**src/rtl/icc_pkg.sv**
```systemverilog
package icc_pkg;

    typedef enum logic [3:0] {
        ST_IAC = 4'd0,
        ST_IF  = 4'd1,
        ST_IOD = 4'd2,
        ST_OAC = 4'd3,
        ST_OF  = 4'd4,
        ST_DO  = 4'd5,
        ST_OS  = 4'd6,
        ST_ICK = 4'd7,
        ST_SPC = 4'd8,
        ST_SFL = 4'd9,
        ST_VEC = 4'd10
    } phase_e;

    localparam int NUM_PHASES = 11;

    localparam logic [3:0] OPC_NOP   = 4'd0;
    localparam logic [3:0] OPC_LOAD  = 4'd1;
    localparam logic [3:0] OPC_ADD   = 4'd2;
    localparam logic [3:0] OPC_ADD2  = 4'd3;
    localparam logic [3:0] OPC_STORE = 4'd4;
    localparam logic [3:0] OPC_JUMP  = 4'd5;
    localparam logic [3:0] OPC_RETI  = 4'd6;

    typedef enum logic [2:0] {
        EX_NONE,
        EX_LOAD,
        EX_ADD,
        EX_STORE,
        EX_JUMP,
        EX_RETI
    } exop_e;

    typedef struct packed {
        logic [1:0] nfetch;  // operand reads required
        logic       two;     // add uses both operands
        logic       ctx;     // operand addresses point at the context words
        logic       store;   // a write phase follows the data operation
        exop_e      ex;
    } dec_t;

endpackage

```
**src/rtl/icc_decode.sv**
```systemverilog
module icc_decode
    import icc_pkg::*;
(
    input  logic [3:0] opc_i,
    output dec_t       dec_o
);
    always_comb begin
        dec_o.nfetch = 2'd0;
        dec_o.two    = 1'b0;
        dec_o.ctx    = 1'b0;
        dec_o.store  = 1'b0;
        dec_o.ex     = EX_NONE;
        case (opc_i)
            OPC_LOAD: begin
                dec_o.nfetch = 2'd1;
                dec_o.ex     = EX_LOAD;
            end
            OPC_ADD: begin
                dec_o.nfetch = 2'd1;
                dec_o.ex     = EX_ADD;
            end
            OPC_ADD2: begin
                dec_o.nfetch = 2'd2;
                dec_o.two    = 1'b1;
                dec_o.ex     = EX_ADD;
            end
            OPC_STORE: begin
                dec_o.store = 1'b1;
                dec_o.ex    = EX_STORE;
            end
            OPC_JUMP: begin
                dec_o.ex = EX_JUMP;
            end
            OPC_RETI: begin
                dec_o.nfetch = 2'd2;
                dec_o.ctx    = 1'b1;
                dec_o.ex     = EX_RETI;
            end
            default: begin
                dec_o.ex = EX_NONE;
            end
        endcase
    end
endmodule

```
**src/rtl/icc_irq_arb.sv**
```systemverilog
module icc_irq_arb #(
    parameter  int N  = 4,
    localparam int IW = (N > 1) ? $clog2(N) : 1
) (
    input  logic [N-1:0]  req_i,
    output logic          any_o,
    output logic [N-1:0]  grant_o,
    output logic [IW-1:0] idx_o
);
    // lower line index has higher priority
    for (genvar g = 0; g < N; g++) begin : g_gnt
        if (g == 0) begin : g_top
            assign grant_o[g] = req_i[g];
        end else begin : g_lower
            assign grant_o[g] = req_i[g] & ~(|req_i[g-1:0]);
        end
    end

    assign any_o = |req_i;

    always_comb begin
        idx_o = '0;
        for (int i = N - 1; i >= 0; i--) begin
            if (req_i[i]) idx_o = IW'(i);
        end
    end
endmodule

```
**src/rtl/icc_opnd_addr.sv**
```systemverilog
module icc_opnd_addr #(
    parameter int             AW       = 12,
    parameter logic [AW-1:0]  CTX_BASE = 12'hFF0
) (
    input  logic [AW-1:0] field_i,
    input  logic          idx_i,
    input  logic          ctx_i,
    input  logic          store_i,
    output logic [AW-1:0] addr_o
);
    logic [AW-1:0] base;

    always_comb begin
        base   = ctx_i ? CTX_BASE : field_i;
        addr_o = store_i ? field_i : (base + AW'(idx_i));
    end
endmodule

```
**src/rtl/instr_cycle_ctrl.sv**
```systemverilog
module instr_cycle_ctrl
    import icc_pkg::*;
#(
    parameter int            DW        = 16,
    parameter int            AW        = 12,
    parameter int            NIRQ      = 4,
    parameter logic [AW-1:0] CTX_BASE  = 12'hFF0,
    parameter logic [AW-1:0] VEC_BASE  = 12'hF00,
    parameter int            VEC_SHIFT = 4
) (
    input  logic                  clk,
    input  logic                  rst,
    output logic [AW-1:0]         mem_addr,
    output logic                  mem_rd,
    output logic                  mem_wr,
    output logic [DW-1:0]         mem_wdata,
    input  logic [DW-1:0]         mem_rdata,
    input  logic [NIRQ-1:0]       irq_req,
    output logic [NIRQ-1:0]       irq_ack,
    output logic [NUM_PHASES-1:0] phase_o,
    output logic [AW-1:0]         pc_o,
    output logic [DW-1:0]         ir_o,
    output logic [DW-1:0]         acc_o
);
    localparam int IDXW = (NIRQ > 1) ? $clog2(NIRQ) : 1;
    localparam int OPW  = 4;

    typedef struct packed {
        phase_e          st;
        logic [AW-1:0]   pc;
        logic [AW-1:0]   mar;
        logic [DW-1:0]   mbr;
        logic [DW-1:0]   ir;
        logic [DW-1:0]   acc;
        logic [DW-1:0]   op0;
        logic [DW-1:0]   op1;
        logic            zf;
        logic            cf;
        logic            ie;
        logic            fidx;
        logic [1:0]      left;
        logic            store_ph;
        logic [IDXW-1:0] gsel;
        logic [NIRQ-1:0] gnt;
    } regs_t;

    regs_t r_q, r_d;

    dec_t            dec;
    logic            irq_any;
    logic [NIRQ-1:0] irq_gnt;
    logic [IDXW-1:0] irq_idx;
    logic [AW-1:0]   opnd_addr;
    logic [DW+1:0]   sum;

    icc_decode u_dec (
        .opc_i (r_q.ir[DW-1:DW-OPW]),
        .dec_o (dec)
    );

    icc_irq_arb #(.N(NIRQ)) u_arb (
        .req_i   (irq_req),
        .any_o   (irq_any),
        .grant_o (irq_gnt),
        .idx_o   (irq_idx)
    );

    icc_opnd_addr #(.AW(AW), .CTX_BASE(CTX_BASE)) u_oaddr (
        .field_i (r_q.ir[AW-1:0]),
        .idx_i   (r_q.fidx),
        .ctx_i   (dec.ctx),
        .store_i (r_q.store_ph),
        .addr_o  (opnd_addr)
    );

    always_comb begin
        r_d = r_q;
        sum = {2'b00, r_q.acc} + {2'b00, r_q.op0}
            + (dec.two ? {2'b00, r_q.op1} : '0);
        case (r_q.st)
            ST_IAC: begin
                r_d.mar = r_q.pc;
                r_d.st  = ST_IF;
            end
            ST_IF: begin
                r_d.ir = mem_rdata;
                r_d.pc = r_q.pc + 1'b1;
                r_d.st = ST_IOD;
            end
            ST_IOD: begin
                r_d.left     = dec.nfetch;
                r_d.fidx     = 1'b0;
                r_d.store_ph = 1'b0;
                r_d.st       = (dec.nfetch != 2'd0) ? ST_OAC : ST_DO;
            end
            ST_OAC: begin
                r_d.mar = opnd_addr;
                r_d.st  = r_q.store_ph ? ST_OS : ST_OF;
            end
            ST_OF: begin
                r_d.mbr = mem_rdata;
                if (r_q.fidx) r_d.op1 = mem_rdata;
                else          r_d.op0 = mem_rdata;
                r_d.fidx = 1'b1;
                r_d.left = r_q.left - 2'd1;
                r_d.st   = (r_q.left == 2'd1) ? ST_DO : ST_OAC;
            end
            ST_DO: begin
                case (dec.ex)
                    EX_LOAD: begin
                        r_d.acc = r_q.op0;
                        r_d.zf  = (r_q.op0 == '0);
                        r_d.cf  = 1'b0;
                    end
                    EX_ADD: begin
                        r_d.acc = sum[DW-1:0];
                        r_d.zf  = (sum[DW-1:0] == '0);
                        r_d.cf  = |sum[DW+1:DW];
                    end
                    EX_STORE: r_d.mbr = r_q.acc;
                    EX_JUMP:  r_d.pc  = r_q.ir[AW-1:0];
                    EX_RETI: begin
                        r_d.pc = r_q.op0[AW-1:0];
                        r_d.zf = r_q.op1[0];
                        r_d.cf = r_q.op1[1];
                        r_d.ie = 1'b1;
                    end
                    default: ;
                endcase
                if (dec.store) begin
                    r_d.store_ph = 1'b1;
                    r_d.st       = ST_OAC;
                end else begin
                    r_d.st = ST_ICK;
                end
            end
            ST_OS: begin
                r_d.st = ST_ICK;
            end
            ST_ICK: begin
                if (r_q.ie && irq_any) begin
                    r_d.gnt  = irq_gnt;
                    r_d.gsel = irq_idx;
                    r_d.ie   = 1'b0;
                    r_d.mar  = CTX_BASE;
                    r_d.mbr  = DW'(r_q.pc);
                    r_d.st   = ST_SPC;
                end else begin
                    r_d.st = ST_IAC;
                end
            end
            ST_SPC: begin
                r_d.mar = CTX_BASE + 1'b1;
                r_d.mbr = {{(DW-2){1'b0}}, r_q.cf, r_q.zf};
                r_d.st  = ST_SFL;
            end
            ST_SFL: begin
                r_d.st = ST_VEC;
            end
            ST_VEC: begin
                r_d.pc = VEC_BASE + (AW'(r_q.gsel) << VEC_SHIFT);
                r_d.st = ST_IAC;
            end
            default: r_d.st = ST_IAC;
        endcase
    end

    always_ff @(posedge clk) begin
        if (rst) begin
            r_q    <= '0;
            r_q.st <= ST_IAC;
            r_q.ie <= 1'b1;
        end else begin
            r_q <= r_d;
        end
    end

    for (genvar g = 0; g < NUM_PHASES; g++) begin : g_phase
        assign phase_o[g] = (r_q.st == phase_e'(g));
    end

    assign mem_addr  = r_q.mar;
    assign mem_wdata = r_q.mbr;
    assign mem_rd    = (r_q.st == ST_IF) || (r_q.st == ST_OF);
    assign mem_wr    = (r_q.st == ST_OS) || (r_q.st == ST_SPC) || (r_q.st == ST_SFL);
    assign irq_ack   = (r_q.st == ST_SPC) ? r_q.gnt : '0;
    assign pc_o      = r_q.pc;
    assign ir_o      = r_q.ir;
    assign acc_o     = r_q.acc;

endmodule

```
**config.mk**
```make
export PLATFORM = sky130hd
export DESIGN_NAME = instr_cycle_ctrl
export DESIGN_NICKNAME = d
export VERILOG_FILES = /design/src/rtl/icc_pkg.sv /design/src/rtl/icc_decode.sv /design/src/rtl/icc_irq_arb.sv /design/src/rtl/icc_opnd_addr.sv /design/src/rtl/instr_cycle_ctrl.sv
export SDC_FILE = /design/constraint.sdc
export NUM_CORES = 1
export LEC_CHECK = 0
export BUFFER_PORTS_ARGS = -buffer_cell sky130_fd_sc_hd__buf_2
export CORE_MARGIN = 2
export CORE_UTILIZATION = 55
export CTS_BUF_LIST = sky130_fd_sc_hd__clkbuf_2
export DETAILED_ROUTE_END_ITERATION = 6
export PLACE_DENSITY = 0.87
export SETUP_SLACK_MARGIN = 0.05
export SYNTH_ARGS = -nofsm -noshare
export SYNTH_HDL_FRONTEND = slang
export SYNTH_HIERARCHICAL = 1
export SYNTH_SLANG_ARGS = --single-unit
```
**constraint.sdc**
```tcl
create_clock -name clk -period 4.19 [get_ports clk]
set_input_delay 0.6285 -clock clk [delete_from_list [all_inputs] [get_ports clk]]
set_output_delay 0.6285 -clock clk [all_outputs]
set_load 0.03 [all_outputs]
```
==> results.py <==
metrics = {
    "finish": {
        "most-common-layout-cells": "nand2_1 (166), dfxtp_1 (120), buf_2 (109)",
        "drive_gt1_share_pct": 18.5,
        "final_common_cell": "nand2_1",
        "fin_nets": 1063,
        "num-fill-cells": 1272,
        "areaGrowthSynthToFinish_pct": 4.24,
        "antenna_cells": 0,
        "post-route-util_pct": 58.8,
    },
    "synthesis": {
        "yosysWarningCount": 6,
        "synth_edf_count": 0,
        "avgSynthCellArea_um2": 7.91,
        "ys_ff_latch": 121,
        "syn_nets": 1051,
        "yosysUniqueCellTypes": 83,
        "yosysSeqAreaShare_pct": 30.8,
        "synth_async_sr_flop_share_pct": 0,
        "yosysTopAreaCell": "dfxtp_1",
        "synth_area_leaders": "dfxtp_1 (31%), nand2_1 (7.9%), buf_4 (7.2%), a21oi_1 (6.1%), fa_1 (4.3%)",
        "synth_flop_cell": "dfxtp_1",
        "yosys.area.top_type_share_pct": 30.8,
        "synthesis.area_mm2": 0.00786,
        "syn_inst": 993,
    },
    "route": {
        "drtIter0Drc": 1037,
        "wl_um": 22100,
        "ant_nets": 0,
        "wl_per_cell_um": 18.4,
        "firstDrtPassIters": 7,
        "vias": 7405,
        "drt-vias-per-instance": 6.19,
        "drc": 9,
    },
    "floorplan": {
        "coreArea_mm2": 0.0139,
        "dieWidth_um": 124,
        "initial_core_util_pct": 56.4,
        "rows": 43,
        "die_h_um": 124,
        "boundaryPins": 111,
        "die-area_mm2": 0.0153,
    },
    "worst_setup_path": {
        "path_class": "register to register",
        "end_kind": "register",
        "timing.critical_path.from_type": "register",
        "critical_path_arrival_ns": 4.49,
        "crit_fanout": 14,
        "required_ns": 4.83,
    },
    "timing": {
        "clock.fmax_mhz": 260,
        "hold_violations": 0,
        "setup_violations": 0,
        "fin_skew_ns": 0.0290,
        "worst_slew_pin_slew_ns": 1.21,
        "relSlewSlack_pct": 19.2,
        "slew_viol_final": 0,
        "timing.final.crit_period_ns": 3.85,
        "rsz0062_at_grt": "true",
        "tns_ns": 0,
        "period_share_pct": 91.9,
    },
    "pwr": {
        "finalPower_mw": 2.69,
        "power_leakage_nw": 3.34,
        "vdd_drop_max_mv": 0.273,
        "p_per_area_mw_per_mm2": 328,
    },
    "outcome": {
        "violations": "design-rule violations",
        "status": "finished, violations left",
    },
    "clock_network": {
        "cts-root-buf": "clkbuf_2",
        "cts_inserted_buffers": 17,
        "cts.clk_slew.worst_paths_ns": 0.19,
        "cts_tree": "done",
        "cts_buffer_depth": 2,
        "clkSinkCount": 121,
        "hold_buffers": 0,
        "cts_max_level": 4,
        "clkLatencyLatePin_ns": 0.72,
    },
    "place": {
        "port_buffers": 110,
        "hpwlAfterDp_um": 16300,
        "place_congestion": 0.949,
    },
    "global_route": {
        "grt_pass1_vias": 6586,
        "met2_usage_pct": 43.6,
        "antenna_found_initial": 0,
        "busiest_layer": "met2",
        "gr-total-overflow": 0,
        "grt_use_met1_pct": 40.2,
        "grt_max_degree": 112,
        "grt_pass1_wl_um": 34200,
        "met3_usage_pct": 7.43,
        "grt_usage_pct": 29.3,
    },
    "run": {
        "drv_cap": 0,
    },
    "worst_hold_path": {
        "worst_hold_path_type": "input port to register",
    },
}
## area by class of cell
class	count	area (um2)	share of cell area, %
multi-input combinational	724	4590	56.0
sequential	121	2420	29.6
clock buffer	17	85.1	1.04
timing repair buffer	121	636	7.76
tap	180	225	2.75
clock inverter	14	158	1.93
inverter	20	75.1	0.917
## worst max-delay path, cell delays in order (launching register included)
cell and delay, ns:
dfxtp_1 0.51, nor2_1 0.11, and3_1 0.25, buf_4 0.20, and2_1 0.18, fa_1 0.43, ha_1 0.42, a2111oi_2 0.34
o21ai_1 0.19, a41oi_2 0.32, o211ai_2 0.14, a2111oi_0 0.43, o311a_1 0.23, nor2_1 0.04
## repair_timing
item,CTS,global route
endpoints found under the hold margin,0,0
setup endpoints to repair,0,2
setup buffers,0,0
resized for setup,0,2
## worst paths after layout
kind / start / endpoint / slack (ns) / cells after the start
worst min register to register: r_q[25] / r_q[25] / 0.47 / 2
worst max register to register: ir_o[15] / r_q[11] / 0.34 / 13
worst max-delay path: ir_o[15] / r_q[11] / 0.34 / 13
worst min-delay path: mem_rdata[0] / ir_o[0] / 0.17 / 3
## power breakdown
group          switching, mW  internal (mW)  total [mW]
Sequential            0.0902           1.22        1.31
Clock                  0.450          0.320       0.770
Combinational          0.415          0.192       0.607
Total                  0.955           1.73        2.69
## layer usage
metal	vias to the layer above	part of all wire (%)	wire length (um)
li1	3495	-	-
met1	3409	41	9020
met2	422	44	9740
met3	79	11	2460
met4	0	3.9	867
met5	-	0	0
## flip-flops by register name, summed over array words and instances, names as in the netlist
name	cells
mem_addr	12
r_q	49
mem_wdata	16
pc_o	12
ir_o	16
acc_o	16
## metrics by stage
step	worst slack, ns	hold slack, ns	area [um2]	cells
6_report	0.337	0.170	8190	1197
5_1_grt	0.0425	0.131	8190	1197
4_1_cts	0.245	0.148	8180	1197
3_5_place_dp	0.259	0.444	7940	1166
3_3_place_gp	0.381	0.440	7940	1166
2_1_floorplan	0.633	0.432	7860	993
## kinds of logic after synthesis
group / after synthesis / synth area share, %
adder cells (fa/ha/maj): 36 / 7.36
XOR/XNOR: 11 / 1.23
AND/OR/NAND/NOR: 390 / 23.4
AO/OA/AOI/OAI: 261 / 22.9
buffers and inverters: 148 / 10.9
flip-flops: 121 / 30.8
multiplexers: 26 / 3.36
## synth_stat cells, drive strengths merged, types with 14 or more instances
cell,instances
nand2,166
dfxtp,121
a21oi,96
nor2,91
buf,86
clkbuf,42
o21ai,41
a211oi,24
and2,23
mux2i,23
nand3,21
a311oi,19
ha,19
inv,18
fa,17
nand2b,15
nor3,14
(Power assumes the default switching activity.)
